$ cat config.mk
export PLATFORM = sky130hd
export DESIGN_NAME = stpclk_power_ctrl
export DESIGN_NICKNAME = d
export VERILOG_FILES = /design/src/rtl/stpclk_pkg.sv /design/src/rtl/stpclk_seq_fsm.sv /design/src/rtl/stpclk_cyc_enc.sv /design/src/rtl/stpclk_rule_mon.sv /design/src/rtl/stpclk_power_ctrl.sv
export SDC_FILE = /design/constraint.sdc
export NUM_CORES = 1
export LEC_CHECK = 0
export BUFFER_PORTS_ARGS = -buffer_cell sky130_fd_sc_hd__buf_2
export CAP_MARGIN = 10
export CORE_MARGIN = 2
export CORE_UTILIZATION = 35
export DETAILED_ROUTE_END_ITERATION = 7
export SETUP_SLACK_MARGIN = 0.3
export SLEW_MARGIN = 5
export SYNTH_ARGS = -nofsm -noshare
export SYNTH_HDL_FRONTEND = slang
export SYNTH_SLANG_ARGS = --single-unit
export TNS_END_PERCENT = 50
$ cat constraint.sdc
create_clock -name clk -period 1.6 [get_ports clk]
set_input_delay 0.16 -clock clk [delete_from_list [all_inputs] [get_ports clk]]
set_output_delay 0.16 -clock clk [all_outputs]
set_load 0.05 [all_outputs]
$ cat src/rtl/stpclk_pkg.sv
// Shared state and cycle-kind types for the stop-clock power sequencer.
// Assumes: state codes are visible on the top-level pwr_state port and are
// therefore fixed values, not left to the tool.
package stpclk_pkg;

    localparam int STATE_W = 4;

    typedef enum logic [STATE_W-1:0] {
        PS_NORMAL    = 4'd0,
        PS_HALT      = 4'd1,
        PS_GRANT     = 4'd2,
        PS_CLKSTOP   = 4'd3,
        PS_SNOOP     = 4'd4,
        PS_DRAIN     = 4'd5,
        PS_GRANT_CYC = 4'd6,
        PS_HALT_CYC  = 4'd7,
        PS_WAKE      = 4'd8
    } pstate_e;

    typedef enum logic [1:0] {
        CYC_NONE  = 2'd0,
        CYC_HALT  = 2'd1,
        CYC_GRANT = 2'd2
    } cyc_kind_e;

endpackage

$ cat src/rtl/stpclk_seq_fsm.sv
// Power state sequencer: tracks normal, halted, draining, grant cycle,
// stop-granted, clock-stopped, snoop and wake-up, and names the special
// bus cycle wanted in the current state.
// Assumes: all inputs are already synchronous to clk; stop_act is the
// active-high form of the request; bus_ack merges both acknowledges.
module stpclk_seq_fsm
    import stpclk_pkg::*;
#(
    parameter int EXIT_DLY = 10
) (
    input  logic      clk,
    input  logic      rst_n,
    input  logic      cpu_reset,
    input  logic      cpu_sreset,
    input  logic      stop_act,
    input  logic      bus_granted,
    input  logic      bus_ack,
    input  logic      insn_boundary,
    input  logic      wbuf_empty,
    input  logic      halt_exec,
    input  logic      snoop_strobe,
    input  logic      clk_running,
    output pstate_e   state,
    output cyc_kind_e cyc_kind,
    output logic      grant_ack
);

    localparam int CNT_W = (EXIT_DLY > 1) ? $clog2(EXIT_DLY) : 1;
    localparam logic [CNT_W-1:0] CNT_LOAD = CNT_W'(EXIT_DLY - 1);

    pstate_e          st_q, st_d;
    pstate_e          ret_q, ret_d;
    logic             from_halt_q, from_halt_d;
    logic             bnd_q, bnd_d;
    logic [CNT_W-1:0] cnt_q, cnt_d;
    logic             any_reset;

    assign any_reset = cpu_reset | cpu_sreset;

    // Next-state and side-register computation for every state.
    always_comb begin
        st_d        = st_q;
        ret_d       = ret_q;
        from_halt_d = from_halt_q;
        bnd_d       = bnd_q;
        cnt_d       = cnt_q;
        if (any_reset) begin
            st_d        = PS_NORMAL;
            from_halt_d = 1'b0;
            bnd_d       = 1'b0;
        end else begin
            case (st_q)
                PS_NORMAL: begin
                    if (halt_exec) begin
                        st_d = PS_HALT_CYC;
                    end else if (stop_act && !bus_granted) begin
                        st_d        = PS_DRAIN;
                        from_halt_d = 1'b0;
                        bnd_d       = 1'b0;
                    end
                end
                PS_HALT: begin
                    if (snoop_strobe) begin
                        st_d  = PS_SNOOP;
                        ret_d = PS_HALT;
                    end else if (stop_act && !bus_granted) begin
                        st_d        = PS_DRAIN;
                        from_halt_d = 1'b1;
                        bnd_d       = 1'b1;
                    end
                end
                PS_DRAIN: begin
                    if (!stop_act) begin
                        st_d = from_halt_q ? PS_HALT : PS_NORMAL;
                    end else begin
                        if (insn_boundary) bnd_d = 1'b1;
                        if ((bnd_q || insn_boundary) && wbuf_empty)
                            st_d = PS_GRANT_CYC;
                    end
                end
                PS_GRANT_CYC: begin
                    if (bus_ack) st_d = PS_GRANT;
                end
                PS_GRANT: begin
                    if (!clk_running) begin
                        st_d = PS_CLKSTOP;
                    end else if (snoop_strobe) begin
                        st_d  = PS_SNOOP;
                        ret_d = PS_GRANT;
                    end else if (!stop_act) begin
                        st_d  = PS_WAKE;
                        cnt_d = CNT_LOAD;
                    end
                end
                PS_CLKSTOP: begin
                    if (clk_running) st_d = PS_GRANT;
                end
                PS_SNOOP: begin
                    st_d = ret_q;
                end
                PS_WAKE: begin
                    if (cnt_q == '0) st_d = from_halt_q ? PS_HALT_CYC : PS_NORMAL;
                    else             cnt_d = cnt_q - 1'b1;
                end
                PS_HALT_CYC: begin
                    if (bus_ack) st_d = PS_HALT;
                end
                default: st_d = PS_NORMAL;
            endcase
        end
    end

    // State and side registers, synchronous active-low reset.
    always_ff @(posedge clk) begin
        if (!rst_n) begin
            st_q        <= PS_NORMAL;
            ret_q       <= PS_GRANT;
            from_halt_q <= 1'b0;
            bnd_q       <= 1'b0;
            cnt_q       <= '0;
        end else begin
            st_q        <= st_d;
            ret_q       <= ret_d;
            from_halt_q <= from_halt_d;
            bnd_q       <= bnd_d;
            cnt_q       <= cnt_d;
        end
    end

    // Map the state to the special cycle it requests.
    always_comb begin
        case (st_q)
            PS_GRANT_CYC: cyc_kind = CYC_GRANT;
            PS_HALT_CYC:  cyc_kind = CYC_HALT;
            default:      cyc_kind = CYC_NONE;
        endcase
    end

    assign state     = st_q;
    assign grant_ack = (st_q == PS_GRANT_CYC) && bus_ack && !any_reset;


    grant_hold_chk: assert property (@(posedge clk) disable iff (!rst_n)
        (st_q == PS_GRANT_CYC && !bus_ack && !any_reset) |=> st_q == PS_GRANT_CYC);

    drain_wait_chk: assert property (@(posedge clk) disable iff (!rst_n)
        (st_q == PS_DRAIN && !wbuf_empty && !any_reset) |=> st_q != PS_GRANT_CYC);

    granted_block_chk: assert property (@(posedge clk) disable iff (!rst_n)
        (st_q == PS_NORMAL && bus_granted && !halt_exec && !any_reset) |=> st_q == PS_NORMAL);

    clk_restart_chk: assert property (@(posedge clk) disable iff (!rst_n)
        (st_q == PS_CLKSTOP && clk_running && !any_reset) |=> st_q == PS_GRANT);

    snoop_once_chk: assert property (@(posedge clk) disable iff (!rst_n)
        (st_q == PS_SNOOP) |=> st_q != PS_SNOOP);

    reset_force_chk: assert property (@(posedge clk) disable iff (!rst_n)
        any_reset |=> st_q == PS_NORMAL);

endmodule

$ cat src/rtl/stpclk_cyc_enc.sv
// Special bus cycle encoder: turns the requested cycle kind into address,
// byte enables and the three cycle-type bits.
// Assumes: both special cycles are the same type and differ only in address.
module stpclk_cyc_enc
    import stpclk_pkg::*;
#(
    parameter int                ADDR_W     = 32,
    parameter int                BE_W       = 4,
    parameter logic [ADDR_W-1:0] GRANT_ADDR = 'h10,
    parameter logic [ADDR_W-1:0] HALT_ADDR  = 'h0,
    parameter logic [BE_W-1:0]   SPEC_BE    = 4'b1011
) (
    input  cyc_kind_e         kind,
    output logic              valid,
    output logic [ADDR_W-1:0] addr,
    output logic [BE_W-1:0]   be,
    output logic              mio,
    output logic              dc,
    output logic              wr
);

    // Drive the bus fields for the current cycle kind; idle is all inactive.
    always_comb begin
        valid = 1'b0;
        addr  = '0;
        be    = '1;
        mio   = 1'b0;
        dc    = 1'b0;
        wr    = 1'b0;
        case (kind)
            CYC_GRANT: begin
                valid = 1'b1;
                addr  = GRANT_ADDR;
                be    = SPEC_BE;
                wr    = 1'b1;
            end
            CYC_HALT: begin
                valid = 1'b1;
                addr  = HALT_ADDR;
                be    = SPEC_BE;
                wr    = 1'b1;
            end
            default: ;
        endcase
    end

endmodule

$ cat src/rtl/stpclk_rule_mon.sv
// Protocol rule monitor: sticky flags for a request withdrawn before its
// grant acknowledge, and for a request re-asserted within the minimum gap.
// Assumes: grant_ack pulses for the single clock the grant cycle is acked.
module stpclk_rule_mon
    import stpclk_pkg::*;
#(
    parameter int REARM_GAP = 5
) (
    input  logic    clk,
    input  logic    rst_n,
    input  logic    stop_act,
    input  pstate_e state,
    input  logic    grant_ack,
    output logic    early_err,
    output logic    rearm_err
);

    localparam int GAP_W = $clog2(REARM_GAP + 1);
    localparam logic [GAP_W-1:0] GAP_MAX = GAP_W'(REARM_GAP);

    logic             armed_q;
    logic [GAP_W-1:0] gap_q;
    logic             early_hit, rearm_hit;

    assign early_hit = !stop_act && (state == PS_DRAIN || state == PS_GRANT_CYC);
    assign rearm_hit = armed_q && stop_act && gap_q != '0 && gap_q < GAP_MAX;

    // Count deasserted clocks after a grant acknowledge until the gap is met.
    always_ff @(posedge clk) begin
        if (!rst_n) begin
            armed_q <= 1'b0;
            gap_q   <= '0;
        end else if (grant_ack) begin
            armed_q <= 1'b1;
            gap_q   <= '0;
        end else if (armed_q) begin
            if (stop_act) begin
                gap_q <= '0;
            end else if (gap_q == GAP_MAX - 1'b1) begin
                armed_q <= 1'b0;
                gap_q   <= '0;
            end else begin
                gap_q <= gap_q + 1'b1;
            end
        end
    end

    // Sticky error flags.
    always_ff @(posedge clk) begin
        if (!rst_n) begin
            early_err <= 1'b0;
            rearm_err <= 1'b0;
        end else begin
            if (early_hit) early_err <= 1'b1;
            if (rearm_hit) rearm_err <= 1'b1;
        end
    end


    early_sticky_chk: assert property (@(posedge clk) disable iff (!rst_n)
        early_err |=> early_err);

    rearm_sticky_chk: assert property (@(posedge clk) disable iff (!rst_n)
        rearm_err |=> rearm_err);

endmodule

$ cat src/rtl/stpclk_power_ctrl.sv
// Top of the stop-clock power sequencer: joins the state machine, the
// special cycle encoder and the rule monitor, and drives the core clock
// enable from the state.
// Assumes: inputs are synchronous to clk; reset is synchronous active-low.
module stpclk_power_ctrl
    import stpclk_pkg::*;
#(
    parameter int                ADDR_W     = 32,
    parameter int                EXIT_DLY   = 10,
    parameter int                REARM_GAP  = 5,
    parameter logic [ADDR_W-1:0] GRANT_ADDR = 'h10,
    parameter logic [ADDR_W-1:0] HALT_ADDR  = 'h0
) (
    input  logic              clk,
    input  logic              rst_n,
    input  logic              cpu_reset,
    input  logic              cpu_sreset,
    input  logic              stop_req_n,
    input  logic              bus_granted,
    input  logic              bus_rdy,
    input  logic              bus_brdy,
    input  logic              insn_boundary,
    input  logic              wbuf_empty,
    input  logic              halt_exec,
    input  logic              snoop_strobe,
    input  logic              clk_running,
    output logic              cyc_valid,
    output logic [ADDR_W-1:0] cyc_addr,
    output logic [3:0]        cyc_be,
    output logic              cyc_mio,
    output logic              cyc_dc,
    output logic              cyc_wr,
    output logic              core_clk_en,
    output logic [3:0]        pwr_state,
    output logic              early_release_err,
    output logic              rearm_err
);

    pstate_e   st;
    cyc_kind_e kind;
    logic      grant_ack;
    logic      stop_act;

    assign stop_act = !stop_req_n;

    stpclk_seq_fsm #(.EXIT_DLY(EXIT_DLY)) u_fsm (
        .clk           (clk),
        .rst_n         (rst_n),
        .cpu_reset     (cpu_reset),
        .cpu_sreset    (cpu_sreset),
        .stop_act      (stop_act),
        .bus_granted   (bus_granted),
        .bus_ack       (bus_rdy | bus_brdy),
        .insn_boundary (insn_boundary),
        .wbuf_empty    (wbuf_empty),
        .halt_exec     (halt_exec),
        .snoop_strobe  (snoop_strobe),
        .clk_running   (clk_running),
        .state         (st),
        .cyc_kind      (kind),
        .grant_ack     (grant_ack)
    );

    stpclk_cyc_enc #(
        .ADDR_W     (ADDR_W),
        .BE_W       (4),
        .GRANT_ADDR (GRANT_ADDR),
        .HALT_ADDR  (HALT_ADDR),
        .SPEC_BE    (4'b1011)
    ) u_enc (
        .kind  (kind),
        .valid (cyc_valid),
        .addr  (cyc_addr),
        .be    (cyc_be),
        .mio   (cyc_mio),
        .dc    (cyc_dc),
        .wr    (cyc_wr)
    );

    stpclk_rule_mon #(.REARM_GAP(REARM_GAP)) u_mon (
        .clk       (clk),
        .rst_n     (rst_n),
        .stop_act  (stop_act),
        .state     (st),
        .grant_ack (grant_ack),
        .early_err (early_release_err),
        .rearm_err (rearm_err)
    );

    // Core clock runs while executing, draining, in the grant cycle or snooping.
    always_comb begin
        case (st)
            PS_NORMAL, PS_DRAIN, PS_GRANT_CYC, PS_SNOOP: core_clk_en = 1'b1;
            default:                                    core_clk_en = 1'b0;
        endcase
    end

    assign pwr_state = st;


    grant_enc_chk: assert property (@(posedge clk) disable iff (!rst_n)
        (st == PS_GRANT_CYC) |-> (cyc_valid && cyc_addr == GRANT_ADDR &&
            cyc_be == 4'b1011 && !cyc_mio && !cyc_dc && cyc_wr));

    grant_wake_chk: assert property (@(posedge clk) disable iff (!rst_n)
        ($past(st) == PS_GRANT && core_clk_en) |-> (st == PS_SNOOP || st == PS_NORMAL));

endmodule

==> summary.md, run 1 <==
| Metric | Value |
|---|---|
| Launching element type of the critical path | flop |
| Worst hold-check path type | in -> reg |
| Total GRT Usage | roughly 14% |
| Die Y | around 70 um |
| Status | finished with violations |
| Global route overflow | 0 |
| Failing checks | setup timing |
| Combinational share of power | 32.1% |
| RD Place Congestion | about 0.9 |
| Area growth, synth to finish | 34.74% |
| P_leak | between 0.8 and 0.9 nW |
| Fin worst setup slack | -13.47 ps |
| Register area share after synthesis | 24.28% |
| Cell row count | 23 |
| Antenna cells | 0 |
| Async set-or-reset flop fraction in the synthesized netlist | 0% |
| Average wire per standard cell | 13.06 um |
| NetSw | 0.0004577 W |
| Cell with the most instances after synthesis | buf_4 |
| Initial antenna violation count | 0 |
| Final worst path period share | 100.8% |
| Mapped Area | 1484 sq um |
| DRC violations left | 0 |
| Most frequent cells after synthesis | 38 x buf_4, 18 x dfxtp_1, 14 x nor2_1, 12 x a21oi_1, 9 x nand2_1 |
| CTS tree | done |
| Design area | 1999 sq um |
| Cell-internal power | 0.0006997 W |
| Io pins | 60 |
| Setup WS pre-CTS | between 50 and 60 ps |
| Initial core utilization | 36.83% |
| Detail Route Antenna Nets | 0 |
| Finished Layout Cells | 285 |
| Worst ir drop on vdd | about 0.26 mV |
| RSZ-0062 raised after global routing | yes |
| Critical Path RT | 1440 ps |
| Syn_area_per_cell | about 7.9 sq um |
| Placed cell area | 1629 sq um |
| Top post-synthesis cells by area | dfxtp_1 24%, buf_4 19%, ha_1 4.2%, a21oi_1 4.0%, nor2_1 3.5% |
| Vias in the first global route | 1203 |
| H-tree levels | 1 |
| Layout cells sized above 1 | 41.70% |
| DP HPWL | ~2.5 mm |
| Largest net degree at the start of global routing | 14 |
| Final hold vios | 0 |
| CTS clk-pin slew, worst paths | 60 ps |
| Vias per cell | 4.839 |
| Final core utilization | 49.63% |
| TritonRoute pass-1 iters | 4 |
| Number of synthesized flops with an enable pin | 0 |
| Final min period | 1613 ps |
| Clock Path Buffers | 2 |
| Biggest area consumer among synthesized cells | dfxtp_1 |
| Vias | around 1400 |
| CTS root buf | clkbuf_8 |
| Clock Latency Late Sink | 260 ps |
| Cells after Synth | 189 |
| Sw Ratio | 39.55% |
| Synth top area share | 24.28% |
| Max Fclk | just over 600 MHz |
| Cts bufs inserted | 3 |
| Count of cell types in the netlist | between 40 and 50 |
| Seq cells post-synth | 18 |
| First DRT Iteration DRCs | 61 |
| Critical path data arrival time | 1450 ps |
| CP Capture Type | primary output |
| CTS Sinks | 18 |
| Ys flop type | dfxtp_1 |
| Routed WL | 3.721 mm |
| Yosys warns | 0 |
| Core Area | 4029 sq um |
| First-pass GRT wire length | roughly 5.5 mm |
| Flop pwr share | 39.4% |
| Clock power share | 28.5% |
| # Max-Cap Violations | 0 |
| Port buffer count | 23 |
| Worst-path fanout max | 8 |
| NumNets Final | approximately 260 |
| Pwr dens | a little under 600 nW/um^2 |
| Die width | 69.12 um |
| Die area | 4777 sq um |
| Setup CP Type | reg -> out |
| Clk_skew | 7.948 ps |
| # placed instances | 262 |
| Max-slew violations | 0 |
| Final setup violation count | 2 |
-- kinds of logic after synthesis --
| group | after synthesis | synth area share (%) |
|---|---|---|
| and+or+nand+nor | 67 | 27.15 |
| buffers and inverters | 53 | 23.69 |
| AOI/OAI and AO/OA | 39 | 16.78 |
| DFF | 18 | 24.28 |
| muxes | 5 | 3.373 |
| adders and majority gates | 5 | 4.216 |
| other | 2 | 0.5061 |
-- path summary, 6_finish.rpt --
path / cells after the start / slack, ps / endpoint / from
setup reg to reg: 6 / -10 / u_fsm.cnt_q[2] / u_fsm.state[0]
setup / recovery: 5 / -10 / cyc_be[2] / u_fsm.state[0]
hold reg to reg: 1 / 470 / u_mon.rearm_err / u_mon.rearm_err
hold / removal: 2 / 190 / u_fsm.ret_q[1] / rst_n
-- sequential cells by signal, indices dropped and copies added (netlist names) --
| signal | cells |
|---|---|
| u_fsm.cnt_q | 4 |
| u_fsm.state | 4 |
| u_mon.gap_q | 3 |
| u_fsm.ret_q | 2 |
| u_fsm.bnd_q | 1 |
| u_fsm.from_halt_q | 1 |
| u_mon.armed_q | 1 |
| u_mon.early_err | 1 |
| u_mon.rearm_err | 1 |
-- final cells by class --
cell class / instances / area, sq um
Timing Repair Buffer: 54 / 412.9
Inverter: 8 / 33.78
Multi-Input combinational cell: 152 / 1072
Sequential cell: 18 / 376.6
Clock buffer: 3 / 41.29
Fill cell: 404 / 2029
Tap cell: 50 / 62.56
-- layout by cell type (no fill, tap or decap), types with 2 or more instances in the layout --
| master | count |
|---|---|
| nand2b_4 | 2 |
| a31oi_1 | 2 |
| dfxtp_4 | 4 |
| nor2_1 | 13 |
| buf_2 | 15 |
| buf_6 | 4 |
| ha_1 | 3 |
| a21boi_2 | 2 |
| a211oi_2 | 2 |
| nor3b_1 | 3 |
| inv_2 | 2 |
| buf_4 | 29 |
| o21a_1 | 2 |
| nand2b_1 | 4 |
| nand3b_1 | 2 |
| dfxtp_1 | 13 |
| clkbuf_8 | 3 |
| conb_1 | 36 |
| nand3_1 | 6 |
| nor4b_4 | 2 |
| inv_1 | 5 |
| a21oi_2 | 4 |
| and3_1 | 2 |
| buf_8 | 4 |
| nand4b_1 | 2 |
| o21ai_1 | 3 |
| clkbuf_4 | 2 |
| mux2i_1 | 4 |
| o21ai_0 | 6 |
| nor3_1 | 5 |
| nand3_2 | 2 |
| nand2_1 | 7 |
| a21oi_1 | 8 |
-- power groups by stage --
stage	clock, W	sequential [W]	combinational (W)
3_5_place_dp	0	0.000470	0.000321
2_1_floorplan	0	0.000473	0.000346
5_1_grt	0.000350	0.000456	0.000390
3_3_place_gp	0	0.000469	0.000322
4_1_cts	0.000331	0.000456	0.000340
6_report	0.000330	0.000456	0.000372
-- layer usage --
layer,GRT usage (%),wire (um),vias up
met5,0,0,-
met3,1.901,150,10
met2,24.36,1948,47
met4,5.447,83,0
met1,17.45,1538,645
li1,-,-,677
-- repair_timing --
action | CTS | global route
hold buffers | 0 | 0
pin swaps | 9 | 11
gates resized for setup | 19 | 30
setup buffers | 12 | 8
setup endpoints to repair | 20 | 24
gates cloned | 0 | 0
-- through the flow --
step                       power, W  hold WS [ps]  TNS [ps]
after global placement    0.0007915         442.1         0
after detailed placement  0.0007912         442.2         0
final                      0.001157         186.0    -19.05
after CTS                  0.001127         176.5         0
after floorplan           0.0008185         329.2    -579.1
after global routing       0.001197         216.7    -353.8
-- worst max-delay path: stages, from the launching register on --
cell and delay [ps]:
dfxtp_4 390, nand2b_4 160, nor2_4 150, ha_4 230, buf_4 130, buf_8 140
No activity file was read; power rests on OpenSTA's default activity.
==> run 2: changes to the inputs <==
- BUFFER_PORTS_ARGS: -buffer_cell sky130_fd_sc_hd__buf_2 -> not set
- DONT_BUFFER_PORTS: not set -> 1
- SETUP_SLACK_MARGIN: 0.3 -> 0.5
==> summary.md, run 2 (synthesis gave the netlist of run 1 again) <==
| Metric | Value |
|---|---|
| # Max-Cap Violations | 0 (unchanged) |
| Status | completed (was finished with violations) |
| R2R setup slack | 0.5 ps (was -10 ps) |
| Worst hold-check path type | in -> reg (unchanged) |
| Core Area | 4029 sq um (unchanged) |
| Total GRT Usage | 14.22% (was 14.03%) |
| Largest net degree at the start of global routing | 14 (unchanged) |
| Die width | 69.12 um (unchanged) |
| Max-slew violations | 0 (unchanged) |
| Port buffer count | 0 (was 23) |
| Initial core utilization | 36.83% (unchanged) |
| Vias in the first global route | 1243 (was 1203) |
| CP Cell Sequence | buf_6 -> nor4b_4 -> nand4b_1 -> a21boi_4 -> a21oi_1 -> a311oi_1 (was nand2b_4 -> nor2_4 -> ha_4 -> buf_4 -> buf_8) |
| Hold Crit Endpoint | u_mon.rearm_err (was u_fsm.ret_q[1]) |
| Layout cells sized above 1 | 38.97% (was 41.70%) |
| Initial antenna violation count | 0 (unchanged) |
| Final worst path period share | 99.97% (was 100.8%) |
| Worst ir drop on vdd | 0.2259 mV (was 0.2558 mV) |
| Vias per cell | 5.129 (was 4.839) |
| Hold WS | 20.96 ps (was 186.0 ps) |
| Crit-path leading delay family | compound AO/OA/AOI/OAI gates (was flip-flops) |
| Clock Path Buffers | 2 (unchanged) |
| Die area | 4777 sq um (unchanged) |
| Clk_skew | 1.501 ps (was 7.948 ps) |
| Critical Path RT | 1770 ps (was 1440 ps) |
| Worst r2r path cells | 6 (unchanged) |
| Slew @ Worst Pin | 503.8 ps |
| Routed WL | 3.747 mm (was 3.721 mm) |
| Slew HR | 66.37% |
| Final setup violation count | 0 (was 2) |
| CTS root buf | clkbuf_8 (unchanged) |
| WP buf/inv | 1 (was 2) |
| DP HPWL | 2.252 mm (was 2.517 mm) |
| Worst-path fanout max | 11 (was 8) |
| Cell row count | 23 (unchanged) |
| # placed instances | 241 (was 262) |
| Final hold vios | 0 (unchanged) |
| Pwr dens | 603.3 nW/um^2 (was 578.9 nW/um^2) |
| First DRT Iteration DRCs | 97 (was 61) |
| Slowest stage cell, crit path | dfxtp_4 (unchanged) |
| CTS clk-pin slew, worst paths | 70 ps (was 60 ps) |
| NumNets Final | 232 (was 255) |
| # fillers | 380 (was 404) |
| Final min period | 1599 ps (was 1613 ps) |
| Cts bufs inserted | 3 (unchanged) |
| TritonRoute pass-1 iters | 4 (unchanged) |
| Max Fclk | 625.2 MHz (was 619.8 MHz) |
| Clock Latency Late Sink | 250 ps (was 260 ps) |
| Launching element type of the critical path | flop (unchanged) |
| RR Startpoint | u_fsm.state[2] (was u_fsm.state[0]) |
| H-tree levels | 1 (unchanged) |
| Detail Route Antenna Nets | 0 (unchanged) |
| Commonest non-fill, non-tap cell in the layout | conb_1 (unchanged) |
| Average wire per standard cell | 14.25 um (was 13.06 um) |
| First-pass GRT wire length | 5.616 mm (was 5.526 mm) |
| DRC violations left | 0 (unchanged) |
| CTS Sinks | 18 (unchanged) |
| CTS tree | done (unchanged) |
| Crit-path max cell delay | 370 ps (was 390 ps) |
| Reg-to-Reg End | u_fsm.cnt_q[3] (was u_fsm.cnt_q[2]) |
| Critical path data arrival time | 1770 ps (was 1450 ps) |
| Die Y | 69.12 um (unchanged) |
| Antenna cells | 0 (unchanged) |
| Setup CP Type | reg -> reg (was reg -> out) |
| Most frequent cells in the layout | 36 x conb_1, 17 x buf_4, 11 x nor2_1 (was 36 x conb_1, 29 x buf_4, 15 x buf_2) |
| CP Capture Type | flop (was primary output) |
| Vias | 1349 (was 1379) |
| Hold Crit Depth | 1 (was 2) |
| Worst Min Path Start | rst_n (unchanged) |
| Finished Layout Cells | 263 (was 285) |
| RD Place Congestion | 0.8481 (was 0.9017) |
| RSZ-0062 raised after global routing | yes (unchanged) |
| Global route overflow | 0 (unchanged) |
| Area growth, synth to finish | 32.21% (was 34.74%) |
| Io pins | 60 (unchanged) |
| P_leak | 0.7848 nW (was 0.8689 nW) |
[run 2: changes by cell type in the layout (fill, tap and decap cells not counted), sizes merged]
| cell | before | now |
|---|---|---|
| dlygate4sd3 | 0 | 1 |
| buf | 52 | 30 |
| clkbuf | 5 | 4 |
[run 2: layout make-up]
cell class,instances,area [sq um],share of cell area (%)
clock buffer,4,55.05,2.806
inverter,8,33.78,1.722
multi-input combinational,152,1121,57.14
sequential,18,380.4,19.39
tap,50,62.56,3.189
timing repair buffer,31,309.0,15.75
[run 2: through the flow]
stage | worst slack (ps) | TNS (ps) | total power [W] | util, % | instance area, sq um
global route | -68.98 | -270.2 | 0.001231 | 48.70 | 1962
finish | 0.5101 | 0 | 0.001184 | 48.70 | 1962
global placement | 85.32 | 0 | 0.0007597 | 38.26 | 1541
detailed placement | 69.97 | 0 | 0.0007592 | 38.26 | 1541
floorplan | -404.8 | -579.1 | 0.0008185 | - | 1734
CTS | 11.18 | 0 | 0.001170 | 45.19 | 1821
[run 2: worst max path at each step]
stage,depth (start not counted),endpoint,start,slack (ps)
6_report,6,u_fsm.cnt_q[3],u_fsm.state[2],0.5
3_5_place_dp,5,u_fsm.cnt_q[3],u_fsm.state[0],70
4_1_cts,6,u_fsm.cnt_q[3],u_fsm.state[2],10
5_1_grt,6,u_fsm.cnt_q[3],u_fsm.state[2],-70
2_1_floorplan,7,cyc_wr,u_fsm.state[2],-400
3_3_place_gp,5,u_fsm.cnt_q[3],u_fsm.state[0],90
[run 2: power breakdown]
| group | internal [W] | leakage, nW | switching (W) |
|---|---|---|---|
| combinational | 0.0000779 | 0.606 | 0.000269 |
| clock | 0.000219 | 0.0288 | 0.000162 |
| sequential | 0.000447 | 0.150 | 0.00000892 |
| total | 0.000744 | 0.785 | 0.000440 |
[run 2: metal layers]
layer / track usage, % / vias to the layer above / part of all wire, %
met5: 0 / - / 0
met1: 16.93 / 622 / 39
li1: - / 636 / -
met3: 2.778 / 21 / 7.0
met2: 24.04 / 70 / 49
met4: 7.407 / 0 / 4.6
[run 2: what timing repair did]
action / CTS / global route
endpoints found under the setup margin: 26 / 28
gates resized for setup: 26 / 35
buffers inserted: 16 / 1
hold buffers: 1 / 0
endpoints found under the hold margin: 1 / 0
pin swaps: 13 / 15
==> run 3: changes to the inputs <==
- clock period: 1.6 -> 1.3 ns (I/O delays scaled with it)
==> summary.md, run 3 (synthesis gave the netlist of run 1 again) <==
| Metric | Value |
|---|---|
| Layout cells sized above 1 | 40.87% (was 38.97%) |
| Max Fclk | 598.8 MHz (was 625.2 MHz) |
| Vias in the first global route | 1190 (was 1243) |
| Global route overflow | 0 (unchanged) |
| Launching element type of the critical path | flop (unchanged) |
| Final hold vios | 0 (unchanged) |
| Clock Latency Late Sink | 260 ps (was 250 ps) |
| Critical Path RT | 1440 ps (was 1770 ps) |
| DRC violations left | 0 (unchanged) |
| Total GRT Usage | 14.52% (was 14.22%) |
| Port buffer count | 0 (unchanged) |
| Average wire per standard cell | 13.28 um (was 14.25 um) |
| Core Area | 4029 sq um (unchanged) |
| Vias | 1365 (was 1349) |
| CP Capture Type | flop (unchanged) |
| Pwr dens | 718.9 nW/um^2 (was 603.3 nW/um^2) |
| Failing checks | setup timing |
| H-tree levels | 1 (unchanged) |
| Largest net degree at the start of global routing | 14 (unchanged) |
| Finished Layout Cells | 280 (was 263) |
| Worst hold-check path type | in -> reg (unchanged) |
| Area growth, synth to finish | 38.62% (was 32.21%) |
| Antenna cells | 0 (unchanged) |
| Detail Route Antenna Nets | 0 (unchanged) |
| Hold WS | 18.01 ps (was 20.96 ps) |
| Initial antenna violation count | 0 (unchanged) |
| Placed cell area | 1737 sq um (was 1541 sq um) |
| Final worst path period share | 128.5% (was 99.97%) |
| First DRT Iteration DRCs | 108 (was 97) |
| Initial core utilization | 36.83% (unchanged) |
| CTS Sinks | 18 (unchanged) |
| Crit-path max cell delay | 380 ps (was 370 ps) |
| Clk_skew | 9.419 ps (was 1.501 ps) |
| Most frequent cells in the layout | 36 x conb_1, 33 x buf_4, 10 x a21oi_1, 10 x dfxtp_1, 8 x nor2_1 (was 36 x conb_1, 17 x buf_4, 11 x nor2_1) |
| First-pass GRT wire length | 5.685 mm (was 5.616 mm) |
| Die area | 4777 sq um (unchanged) |
| NumNets Final | 249 (was 232) |
| # Max-Cap Violations | 0 (unchanged) |
| Final setup violation count | 16 (was 0) |
| # placed instances | 267 (was 241) |
| Final core utilization | 51.06% (was 48.70%) |
| Setup CP Type | reg -> reg (unchanged) |
| RSZ-0062 raised after global routing | yes (unchanged) |
| Critical path data arrival time | 1810 ps (was 1770 ps) |
| Io pins | 60 (unchanged) |
| RD Place Congestion | 0.8237 (was 0.8481) |
| Worst ir drop on vdd | 0.3533 mV (was 0.2259 mV) |
| Vias per cell | 4.875 (was 5.129) |
| Cell row count | 23 (unchanged) |
| TritonRoute pass-1 iters | 4 (unchanged) |
| CTS tree | done (unchanged) |
| Pwr Total | 0.001479 W (was 0.001184 W) |
| Clock Path Buffers | 2 (unchanged) |
| Die width | 69.12 um (unchanged) |
| Worst-path fanout max | 7 (was 11) |
| DP HPWL | 2.544 mm (was 2.252 mm) |
| Fin worst setup slack | -370.0 ps (was 0.5101 ps) |
| Commonest non-fill, non-tap cell in the layout | conb_1 (unchanged) |
| CP Cell Sequence | buf_6 -> nor4b_4 -> nand4b_1 -> a21boi_2 -> buf_4 -> a2bb2oi_2 -> nor2_1 (was buf_6 -> nor4b_4 -> nand4b_1 -> a21boi_4 -> a21oi_1 -> a311oi_1) |
| Status | finished with violations (was completed) |
| Max-slew violations | 0 (unchanged) |
| Final min period | 1670 ps (was 1599 ps) |
| Slowest stage cell, crit path | dfxtp_4 (unchanged) |
| CTS clk-pin slew, worst paths | 80 ps (was 70 ps) |
| CTS root buf | clkbuf_8 (unchanged) |
| Die Y | 69.12 um (unchanged) |
| Design area | 2057 sq um (was 1962 sq um) |
| P_leak | 0.8726 nW (was 0.7848 nW) |
| Routed WL | 3.718 mm (was 3.747 mm) |
| Cts bufs inserted | 3 (unchanged) |
## run 3: cell type report
cell class	instances	area, sq um
Clock buffer	4	55.05
Timing Repair Buffer	48	450.4
Inverter	8	33.78
Tap cell	50	62.56
Fill cell	391	1972
Multi-Input combinational cell	152	1075
Sequential cell	18	380.4
## run 3: critical path, delay by kind of cell (launching register included)
kind	cells	cell delay (ps)
AND/OR/NAND/NOR	3	530
flip-flops	1	380
AO/OA/AOI/OAI	2	350
buffers and inverters	2	290
## run 3: path summary, 6_finish.rpt
kind | startpoint | endpoint | slack (ps) | cells after the start
hold reg to reg | u_fsm.bnd_q | u_fsm.bnd_q | 500 | 2
setup / recovery | u_fsm.state[2] | u_fsm.cnt_q[1] | -370 | 7
hold / removal | rst_n | u_mon.gap_q[0] | 20 | 2
setup reg to reg | u_fsm.state[2] | u_fsm.cnt_q[1] | -370 | 7
## run 3: per-stage QoR
stage | setup TNS, ps | worst slack [ps]
after floorplan | -3042 | -674.8
after global placement | -1483 | -159.3
after detailed placement | -1527 | -178.0
after CTS | -3214 | -311.6
after global routing | -4626 | -422.5
final | -3574 | -370.0
## run 3: per-layer routing
| layer | GRT usage (%) | up-vias | wire, um |
|---|---|---|---|
| met5 | 0 | - | 0 |
| met4 | 5.447 | 0 | 40 |
| met3 | 2.193 | 4 | 168 |
| met2 | 23.93 | 43 | 1834 |
| met1 | 19.06 | 646 | 1674 |
| li1 | - | 672 | - |
## run 3: repair_timing
| item | 4_1_cts | 5_1_grt |
|---|---|---|
| hold endpoints to repair | 3 | 0 |
| pin swaps | 17 | 20 |
| resized for setup | 29 | 25 |
| hold buffers | 1 | 0 |
| setup endpoints to repair | 29 | 29 |
| setup buffers | 6 | 2 |
## run 3: report_power, final
part | internal, W | switching [W] | total, W | leakage, nW
registers | 0.000550 | 0.0000115 | 0.000562 | 0.150
logic | 0.000104 | 0.000331 | 0.000435 | 0.693
clock network | 0.000270 | 0.000213 | 0.000482 | 0.0288
